--- config.mk ---
export PLATFORM = sky130hd
export DESIGN_NAME = edge_line_tx
export DESIGN_NICKNAME = d
export VERILOG_FILES = /design/src/rtl/ltx_pkg.sv /design/src/rtl/ltx_sync.sv /design/src/rtl/ltx_holdoff.sv /design/src/rtl/ltx_refresh.sv /design/src/rtl/ltx_arbiter.sv /design/src/rtl/edge_line_tx.sv
export SDC_FILE = /design/constraint.sdc
export NUM_CORES = 1
export LEC_CHECK = 0
export BUFFER_PORTS_ARGS = -buffer_cell sky130_fd_sc_hd__buf_2
export CAP_MARGIN = 20
export CORE_AREA = 2 2 128 99
export CTS_CLUSTER_DIAMETER = 150
export DETAILED_ROUTE_END_ITERATION = 7
export DIE_AREA = 0 0 130 101
export MAX_ROUTING_LAYER = met4
export SLEW_MARGIN = 10
export SYNTH_ARGS = -nofsm -noshare
export SYNTH_HDL_FRONTEND = slang
export SYNTH_SLANG_ARGS = --single-unit
--- constraint.sdc ---
create_clock -name clk_i -period 2.1 [get_ports clk_i]
set_clock_uncertainty 0.2 [all_clocks]
set_input_delay 0.21 -clock clk_i [delete_from_list [all_inputs] [get_ports clk_i]]
set_output_delay 0.21 -clock clk_i [all_outputs]
set_load 0.005 [all_outputs]
--- src/rtl/ltx_pkg.sv ---
package ltx_pkg;

  typedef enum logic [1:0] {
    KIND_NONE    = 2'd0,
    KIND_EDGE    = 2'd1,
    KIND_REFRESH = 2'd2
  } msg_kind_e;

  function automatic int idx_w(int n);
    return (n > 1) ? $clog2(n) : 1;
  endfunction

endpackage

--- src/rtl/ltx_sync.sv ---
module ltx_sync #(
  parameter int WIDTH  = 5,
  parameter int STAGES = 2
) (
  input  logic             clk_i,
  input  logic             rst_ni,
  input  logic [WIDTH-1:0] d_i,
  output logic [WIDTH-1:0] q_o
);

  logic [STAGES-1:0][WIDTH-1:0] stg_q;

  always_ff @(posedge clk_i or negedge rst_ni) begin
    if (!rst_ni) stg_q <= '0;
    else         stg_q <= {stg_q[STAGES-2:0], d_i};
  end

  assign q_o = stg_q[STAGES-1];

  initial begin
    stages_min_chk: assert (STAGES >= 2);
  end

endmodule

--- src/rtl/ltx_holdoff.sv ---
module ltx_holdoff #(
  parameter int HOLDOFF_CYC = 3000
) (
  input  logic clk_i,
  input  logic rst_ni,
  input  logic pwr_good_i,
  output logic done_o
);

  localparam int CNT_W = $clog2(HOLDOFF_CYC + 1);
  localparam logic [CNT_W-1:0] CNT_MAX = CNT_W'(HOLDOFF_CYC);

  logic [CNT_W-1:0] cnt_q;

  always_ff @(posedge clk_i or negedge rst_ni) begin
    if (!rst_ni)             cnt_q <= '0;
    else if (!pwr_good_i)    cnt_q <= '0;
    else if (cnt_q != CNT_MAX) cnt_q <= cnt_q + 1'b1;
  end

  assign done_o = (cnt_q == CNT_MAX);


  holdoff_rise_chk: assert property (@(posedge clk_i) disable iff (!rst_ni)
    $rose(done_o) |-> $past(pwr_good_i));


  holdoff_drop_chk: assert property (@(posedge clk_i) disable iff (!rst_ni)
    !pwr_good_i |=> !done_o);

endmodule

--- src/rtl/ltx_refresh.sv ---
module ltx_refresh #(
  parameter int NUM_LINES   = 5,
  parameter int REFRESH_CYC = 500
) (
  input  logic                 clk_i,
  input  logic                 rst_ni,
  input  logic                 active_i,
  input  logic [NUM_LINES-1:0] sent_i,
  output logic [NUM_LINES-1:0] due_o
);

  localparam int TMR_W = $clog2(REFRESH_CYC);
  localparam logic [TMR_W-1:0] TMR_LAST = TMR_W'(REFRESH_CYC - 1);

  for (genvar g = 0; g < NUM_LINES; g++) begin : g_line
    logic [TMR_W-1:0] tmr_q;

    always_ff @(posedge clk_i or negedge rst_ni) begin
      if (!rst_ni)                     tmr_q <= '0;
      else if (!active_i || sent_i[g]) tmr_q <= '0;
      else if (tmr_q == TMR_LAST)      tmr_q <= '0;
      else                             tmr_q <= tmr_q + 1'b1;
    end

    assign due_o[g] = active_i && !sent_i[g] && (tmr_q == TMR_LAST);


    tmr_restart_chk: assert property (@(posedge clk_i) disable iff (!rst_ni)
      sent_i[g] |=> (tmr_q == '0));
  end

endmodule

--- src/rtl/ltx_arbiter.sv ---
module ltx_arbiter
  import ltx_pkg::*;
#(
  parameter int NUM_LINES = 5,
  parameter int IDX_W     = idx_w(NUM_LINES)
) (
  input  logic                 clk_i,
  input  logic                 rst_ni,
  input  logic [NUM_LINES-1:0] edge_pend_i,
  input  logic [NUM_LINES-1:0] ref_pend_i,
  output logic [NUM_LINES-1:0] grant_o,
  output logic [IDX_W-1:0]     idx_o,
  output msg_kind_e            kind_o
);

  logic                 use_edge;
  logic [NUM_LINES-1:0] pool;

  assign use_edge = |edge_pend_i;
  assign pool     = use_edge ? edge_pend_i : ref_pend_i;
  assign grant_o  = pool & (~pool + NUM_LINES'(1));

  always_comb begin
    idx_o = '0;
    for (int i = NUM_LINES - 1; i >= 0; i--) begin
      if (grant_o[i]) idx_o = IDX_W'(i);
    end
  end

  always_comb begin
    if (grant_o == '0)  kind_o = KIND_NONE;
    else if (use_edge)  kind_o = KIND_EDGE;
    else                kind_o = KIND_REFRESH;
  end


  one_grant_chk: assert property (@(posedge clk_i) disable iff (!rst_ni)
    $onehot0(grant_o));


  edge_first_chk: assert property (@(posedge clk_i) disable iff (!rst_ni)
    (|edge_pend_i) |-> (|(grant_o & edge_pend_i)));

endmodule

--- src/rtl/edge_line_tx.sv ---
module edge_line_tx
  import ltx_pkg::*;
#(
  parameter int NUM_LINES   = 5,
  parameter int SYNC_STAGES = 2,
  parameter int REFRESH_CYC = 500,
  parameter int HOLDOFF_CYC = 3000,
  parameter int IDX_W       = idx_w(NUM_LINES)
) (
  input  logic                 clk_i,
  input  logic                 rst_ni,
  input  logic [NUM_LINES-1:0] line_i,
  input  logic                 enable_i,
  input  logic                 pwr_good_i,
  output logic                 msg_valid_o,
  output logic [IDX_W-1:0]     msg_line_o,
  output logic                 msg_level_o
);

  logic [NUM_LINES-1:0] line_s;
  logic [NUM_LINES-1:0] known_q;
  logic [NUM_LINES-1:0] pend_edge_q, pend_ref_q;
  logic [NUM_LINES-1:0] edge_hit, due, grant;
  logic [IDX_W-1:0]     grant_idx;
  msg_kind_e            grant_kind;
  logic                 holdoff_done, active, active_q, start;

  ltx_sync #(.WIDTH(NUM_LINES), .STAGES(SYNC_STAGES)) i_sync (
    .clk_i (clk_i),
    .rst_ni(rst_ni),
    .d_i   (line_i),
    .q_o   (line_s)
  );

  ltx_holdoff #(.HOLDOFF_CYC(HOLDOFF_CYC)) i_holdoff (
    .clk_i     (clk_i),
    .rst_ni    (rst_ni),
    .pwr_good_i(pwr_good_i),
    .done_o    (holdoff_done)
  );

  assign active   = holdoff_done && pwr_good_i && enable_i;
  assign start    = active && !active_q;
  assign edge_hit = active ? (line_s ^ known_q) : '0;

  ltx_refresh #(.NUM_LINES(NUM_LINES), .REFRESH_CYC(REFRESH_CYC)) i_refresh (
    .clk_i   (clk_i),
    .rst_ni  (rst_ni),
    .active_i(active),
    .sent_i  (grant),
    .due_o   (due)
  );

  ltx_arbiter #(.NUM_LINES(NUM_LINES), .IDX_W(IDX_W)) i_arb (
    .clk_i      (clk_i),
    .rst_ni     (rst_ni),
    .edge_pend_i(pend_edge_q),
    .ref_pend_i (pend_ref_q),
    .grant_o    (grant),
    .idx_o      (grant_idx),
    .kind_o     (grant_kind)
  );

  always_ff @(posedge clk_i or negedge rst_ni) begin
    if (!rst_ni) begin
      active_q    <= 1'b0;
      known_q     <= '0;
      pend_edge_q <= '0;
      pend_ref_q  <= '0;
    end else begin
      active_q <= active;
      if (active) begin
        known_q     <= line_s;
        // a fresh edge on a granted line re-arms it
        pend_edge_q <= (pend_edge_q & ~grant) | edge_hit | {NUM_LINES{start}};
        pend_ref_q  <= (pend_ref_q & ~grant) | due;
      end else begin
        pend_edge_q <= '0;
        pend_ref_q  <= '0;
      end
    end
  end

  always_ff @(posedge clk_i or negedge rst_ni) begin
    if (!rst_ni) begin
      msg_valid_o <= 1'b0;
      msg_line_o  <= '0;
      msg_level_o <= 1'b0;
    end else begin
      msg_valid_o <= active && (grant != '0);
      msg_line_o  <= grant_idx;
      msg_level_o <= |(grant & known_q);
    end
  end


  quiet_when_off_chk: assert property (@(posedge clk_i) disable iff (!rst_ni)
    !enable_i |=> !msg_valid_o);


  quiet_in_holdoff_chk: assert property (@(posedge clk_i) disable iff (!rst_ni)
    !holdoff_done |=> !msg_valid_o);


  refresh_yields_chk: assert property (@(posedge clk_i) disable iff (!rst_ni)
    (grant_kind == KIND_REFRESH) |-> (pend_edge_q == '0));


  line_range_chk: assert property (@(posedge clk_i) disable iff (!rst_ni)
    msg_valid_o |-> (int'(msg_line_o) < NUM_LINES));

endmodule

==> results of run 1 <==
[metal layers]
layer  share of wire, %  vias up  GRT usage, %
li1                   -     1380             -
met1                 50     1312         16.92
met2                 45       32         18.77
met3                2.5       11         3.344
met4                1.7        0         4.963
met5                  0        -             -
[sequential cells by signal (all words and copies together) (netlist names)]
name                    cells
i_refresh.g_line.tmr_q     45
i_holdoff.cnt_q            12
i_sync.q_o                  5
i_sync.stg_q                5
known_q                     5
pend_edge_q                 5
pend_ref_q                  5
msg_line_o                  3
active_q                    1
msg_level_o                 1
msg_valid_o                 1
[what timing repair did]
action	4_1_cts	5_1_grt
setup endpoints to repair	0	24
resized for setup	0	4
hold buffers	7	0
endpoints found under the hold margin	50	0
[cell usage in the layout (no fill, tap or decap), types with 5 or more instances in the layout]
cell           Yosys  final
xnor2_1           36     36
dfrtp_1           88     88
nand4_1           10     10
nand3_1           22     21
inv_1             17     17
dlygate4sd3_1      0      7
nor2_1            59     59
a21oi_1            7      7
nor2b_1            5      5
o21ai_0           10     10
buf_2              1     12
nor3_1             5      5
clkbuf_16          0      9
nand2_1           23     23
and3_1             7      7
xor2_1            11     11
and2_1            11     11
buf_4              3     12
ha_1               7      7
a31oi_1            5      5
[path summary, 6_finish.rpt]
| kind | startpoint | end | slack, ns | cells past startpoint |
|---|---|---|---|---|
| setup / recovery | pend_edge_q[1]$_DFF_PN0_ | i_refresh.g_line[3].tmr_q[8]$_DFF_PN0_ | 0.16 | 5 |
| hold / removal | i_sync.stg_q[4]$_DFF_PN0_ | i_sync.q_o[4]$_DFF_PN0_ | 0.15 | 0 |
| setup reg to reg | pend_edge_q[1]$_DFF_PN0_ | i_refresh.g_line[3].tmr_q[8]$_DFF_PN0_ | 0.16 | 5 |
| hold reg to reg | i_sync.stg_q[4]$_DFF_PN0_ | i_sync.q_o[4]$_DFF_PN0_ | 0.15 | 0 |
| max in group asynchronous | rst_ni | i_refresh.g_line[0].tmr_q[6]$_DFF_PN0_ | 0.84 | 3 |
| min in group asynchronous | rst_ni | i_refresh.g_line[3].tmr_q[5]$_DFF_PN0_ | 0.20 | 2 |
[power by group through the flow]
stage / Combinational (mW) / Sequential (mW) / Clock, mW
2_1_floorplan: 0.0189 / 1.75 / 0
3_3_place_gp: 0.0768 / 1.75 / 0
3_5_place_dp: 0.0777 / 1.75 / 0
4_1_cts: 0.0879 / 1.72 / 1.77
5_1_grt: 0.0980 / 1.72 / 1.83
6_report: 0.0839 / 1.72 / 1.71
[per-stage QoR]
| step | util (%) | instances | area (um2) | total power, mW | hold WS [ns] |
|---|---|---|---|---|---|
| 6_report | 39.96 | 587 | 4777 | 3.514 | 0.1479 |
| 5_1_grt | 39.96 | 587 | 4777 | 3.650 | 0.1548 |
| 4_1_cts | 39.84 | 587 | 4763 | 3.576 | 0.1499 |
| 3_5_place_dp | 36.59 | 565 | 4374 | 1.827 | 0.05118 |
| 3_3_place_gp | 36.59 | 565 | 4374 | 1.825 | 0.05110 |
| 2_1_floorplan | - | 383 | 4053 | 1.768 | -0.2856 |
[logic make-up (layout without fill, tap and decap cells)]
family | Yosys count | in the layout
flops | 88 | 88
simple gates | 166 | 166
xor+xnor | 47 | 47
compound gates | 45 | 45
fa+ha+maj | 7 | 7
mux | 3 | 3
buf+inv | 27 | 65
[final cells by class]
class,count,area [um2]
fillers,1124,7178
flip-flops and latches,88,2202
multi-input cells,268,1739
repair buffers,32,240.2
clock buffers,9,225.2
well taps,166,207.7
clock inverters,6,93.84
inverters,18,68.82
==> results.cfg, run 1 <==
[status]
outcome = complete, no violations

[grt]
grt_pass1_wl_mm = 12.72
grtUsageTotal_pct = 12.77
grt_overflow = 0
grt_max_degree = 47
grt_pass1_vias = 2702
antenna_found_initial = 0

[die]
die_area_um2 = 13130
ioPinCount = 14
initial_utilization_pct = 33.90
die_w_um = 130
core_region_area_um2 = 11960
fp.dieH_um = 101
rows = 35

[logic_synthesis]
yosysWarningCount = 0
synth.distinct_cells = 56
synth.area.top_cells = dfrtp_1 (54%), xnor2_1 (7.8%), nor2_1 (5.5%)
synth-adder-area-share_pct = 2.161
synth_cells = 383
synth_edf_count = 0
synth.area.mux_share_pct = 0.8027
yosys_register_bits = 88
synth_largest_area_cell = dfrtp_1
synth_top_area_share_pct = 54.34
synth_top_family_by_area = simple AND/OR/NAND/NOR gates
synth_area_um2 = 4053
synth_compound_area_share_pct = 8.120
synth_nets = 399
synth_ff_type = dfrtp_1
ys_seq_area_share_pct = 54.34
synth_most_common_cell = dfrtp_1
synthSimpleGateAreaFrac_pct = 21.36
synthXorXnorAreaFrac_pct = 10.16
ys_top_cells_by_count = dfrtp_1 (88), nor2_1 (59), xnor2_1 (36)
ys_async_sr_fraction_pct = 100.0
syn_avg_cell_area_um2 = 10.58

[placement]
pre_cts_slack_ns = 0.08250
hpwl_mm = 5.052
port_buffers = 13
place_congestion = 0.8235

[setup_path]
crit_family = simple AND/OR/NAND/NOR gates
cp_data_required_time_ns = 2.17
worst-path-buf-inv = 1
slowest_stage = a311o_2
critPathKind = flop to flop
path_max_fanout = 9
cp_data_arrival_time_ns = 2.00
crit_chain = buf_4 > nor3b_2 > nand2_1 > a311o_2 > nor2_1
slowest_delay_ns = 0.48
end_kind = flop
cp-start-kind = flop

[sta]
worstMarginPinSlew_ns = 0.5752
timing.fmax_mhz = 516.7
hold_violations = 0
fin_ws_ns = 0.1648
min_period_ns = 1.935
finalSetupViolations = 0
relSlewSlack_pct = 61.65
rsz0062_at_grt = no
fin_setup_tns_ns = 0
finalCritPeriodShare_pct = 92.15
slew_violations = 0

[cts]
clkTransAtPathRegs_ns = 0.06
clockBufferDepth = 2
clk_latency_ns = 0.34
htreeDepth = 3
cts_root_buffer = clkbuf_16
cts_setup_buffers = 0
cts_tree = built
cts-buffers-inserted = 9
cts_sinks = 88

[pwr]
leakagePower_nw = 2.040
power.share.clock_pct = 48.7
power_frac_comb_pct = 2.4
internal_power_mw = 2.788
p_switching_uw = 725.9
swShare_pct = 20.66
peakVddDrop_uv = 731.8
power.density_nw_per_um2 = 735.5
p_seq_share_pct = 48.9

[routing]
drc = 0
drt-total-wl_mm = 7.238
viasPerCell = 4.659
drtIter0Drc = 171
vias = 2735
postRouteAntennaNets = 0
wl_per_cell_um = 12.33
drtPass1Iterations = 4

[final_layout]
drive_above_1_share_pct = 14.73
final_nets = 433
antenna_cells = 0
syn2layout_area_growth_pct = 17.88

[worst_hold_path]
hp-class = flop to flop

[flow_run]
maxCapViolations = 0
Power figures use the tool's default switching activity.
==> run 2, diff against run 1 <==
==> constraint.sdc (replaced) <==
create_clock -name clk_i -period 1.9 [get_ports clk_i]
set_clock_uncertainty 0.2 [all_clocks]
set_input_delay 0.19 -clock clk_i [delete_from_list [all_inputs] [get_ports clk_i]]
set_output_delay 0.19 -clock clk_i [all_outputs]
set_load 0.005 [all_outputs]
==> run 2 against run 1 <==
Against the previous run: clock-buffer cell count is 2 higher; global-route usage is 0.71 points higher; non-clock buffer count is 25 higher; power is 17% higher; setup slack worse by 0.12 ns; die area stayed put; flip-flop and latch count stayed put; first-iteration DRC count is 19% lower; largest power group is now clock.
==> results.cfg, run 2 (same netlist as run 1, synthesis figures left out) <==
[status]
outcome = complete, no violations

[grt]
grt_overflow = 0
grtUsageTotal_pct = 13.49
antenna_found_initial = 0
grt_most_used_layer = met2
use_met2_pct = 21.06
grt_max_degree = 36
grt.met1_usage_pct = 17.47
met3_usage_pct = 3.344
grt_pass1_vias = 2920
grt_pass1_wl_mm = 13.54

[final_layout]
drive_above_1_share_pct = 20.58
syn2layout_area_growth_pct = 24.95
layout_commonest_cell = dfrtp_1
layout_common_cells = dfrtp_1 (88), nor2_1 (54), xnor2_1 (36), buf_4 (35), nand2_1 (23)
reg.largest.list = i_refresh.g_line.tmr_q: 45 flops, i_holdoff.cnt_q: 12 flops
fillerInstances = 1116
final_nets = 458
ff_latch_area_um2 = 2202
fin_cells = 613
regMostFlops = i_refresh.g_line.tmr_q
multi_input_area_um2 = 1780
final_util_pct = 42.35
antenna_cells = 0
largest_reg_flops = 45

[cts]
cts_root_buffer = clkbuf_16
cts-buffers-inserted = 9
cts_tree = built
clk_latency_ns = 0.34
clockBufferDepth = 2
cts_sinks = 88
clkTransAtPathRegs_ns = 0.06
htreeDepth = 3

[pwr]
leakagePower_nw = 2.200
peakVddDrop_uv = 684.2
power.density_nw_per_um2 = 814.1

[worst_hold_path]
hp-class = input pin to async pin

[placement]
port_buffers = 13
placedCellCount = 585
place_congestion = 0.8407
hpwl_mm = 5.590

[die]
ioPinCount = 14
initial_utilization_pct = 33.90
core_region_area_um2 = 11960
rows = 35
die_area_um2 = 13130
fp.dieH_um = 101
die_w_um = 130

[routing]
drc = 0
drt-total-wl_mm = 7.719
vias = 2833
drtPass1Iterations = 4
drtIter0Drc = 139
viasPerCell = 4.622
wl_per_cell_um = 12.59
postRouteAntennaNets = 0

[setup_path]
r2r_setup_slack_ns = 0.04
path_max_fanout = 6
critPathKind = flop to flop
cp_data_arrival_time_ns = 1.93
cp-start-kind = flop
slowest_stage = dfrtp_1
crit_chain = buf_4 > nor4b_1 > a211oi_1 > buf_4 > a211o_4 > nor2_1
rr_startpoint = pend_edge_q[1]$_DFF_PN0_
end_kind = flop
cp_data_required_time_ns = 1.97
rr_endpoint = i_refresh.g_line[4].tmr_q[7]$_DFF_PN0_
reg2reg_depth = 6
crit_top_cell = buf_4
slowest_delay_ns = 0.40

[sta]
slew_violations = 0
timing.fmax_mhz = 538.4
rsz0062_at_grt = yes
relSlewSlack_pct = 65.07
min_period_ns = 1.857
finalCritPeriodShare_pct = 97.75
hold_violations = 0
finalSetupViolations = 0
worstMarginPinSlew_ns = 0.5192

[flow_run]
maxCapViolations = 0
-- run 2: routing by layer --
| layer | vias to the layer above | wire (um) |
|---|---|---|
| met5 | - | 0 |
| met4 | 0 | 67 |
| met3 | 9 | 267 |
| met2 | 41 | 3535 |
| met1 | 1360 | 3849 |
| li1 | 1423 | - |
-- run 2: critical path: cells and delay by family, from the launching register on --
family / cells / cell delay, ns
AO/OA/AOI/OAI: 2 / 0.44
buffers and inverters: 2 / 0.34
flip-flops: 1 / 0.40
AND/OR/NAND/NOR: 2 / 0.40
-- run 2: repair_timing --
| item | in CTS | in global routing |
|---|---|---|
| setup endpoints to repair | 20 | 36 |
| gates resized for setup | 3 | 15 |
| endpoints found under the hold margin | 104 | 0 |
| pin swaps | 0 | 4 |
| buffers inserted | 0 | 5 |
| hold buffers | 7 | 0 |
-- run 2: final cells by class --
cell class              count  share of cell area [%]
flip-flops and latches     88                   43.49
multi-input cells         268                   35.16
repair buffers             57                   8.673
clock buffers              11                   4.596
well taps                 166                   4.102
clock inverters             5                   2.545
inverters                  18                   1.433
-- run 2: worst max-delay path by stage --
stage,start,to,slack (ns)
after floorplan,i_holdoff.cnt_q[0]$_DFFE_PN0P_,i_refresh.g_line[3].tmr_q[2]$_DFF_PN0_,0.11
after global placement,i_holdoff.cnt_q[0]$_DFFE_PN0P_,i_refresh.g_line[4].tmr_q[2]$_DFF_PN0_,0.07
final,pend_edge_q[1]$_DFF_PN0_,i_refresh.g_line[4].tmr_q[7]$_DFF_PN0_,0.04
after CTS,i_holdoff.cnt_q[1]$_DFFE_PN0P_,i_refresh.g_line[3].tmr_q[6]$_DFF_PN0_,-0.01
after global routing,i_holdoff.cnt_q[1]$_DFFE_PN0P_,known_q[0]$_DFFE_PN0P_,-0.02
after detailed placement,i_holdoff.cnt_q[1]$_DFFE_PN0P_,i_refresh.g_line[4].tmr_q[6]$_DFF_PN0_,0.02
-- run 2: stage by stage --
step           setup WS (ns)  area, um2  power (mW)  TNS [ns]  hold slack, ns
2_1_floorplan         0.1111       4053       1.955         0         -0.3056
3_3_place_gp         0.07405       4524       2.021         0         -0.1489
3_5_place_dp         0.01818       4524       2.027         0         -0.1443
4_1_cts             -0.01168       4971       4.177  -0.02060         0.03285
5_1_grt             -0.02499       5064       4.269   -0.1534         0.05714
6_report             0.04271       5064       4.122         0         0.03738
-- run 2: where the power goes --
part / internal [mW] / switching [mW] / total, mW
Combinational: 0.0420 / 0.0583 / 0.100
Sequential: 1.89 / 0.00868 / 1.90
Clock: 1.42 / 0.703 / 2.12
Total: 3.35 / 0.770 / 4.12
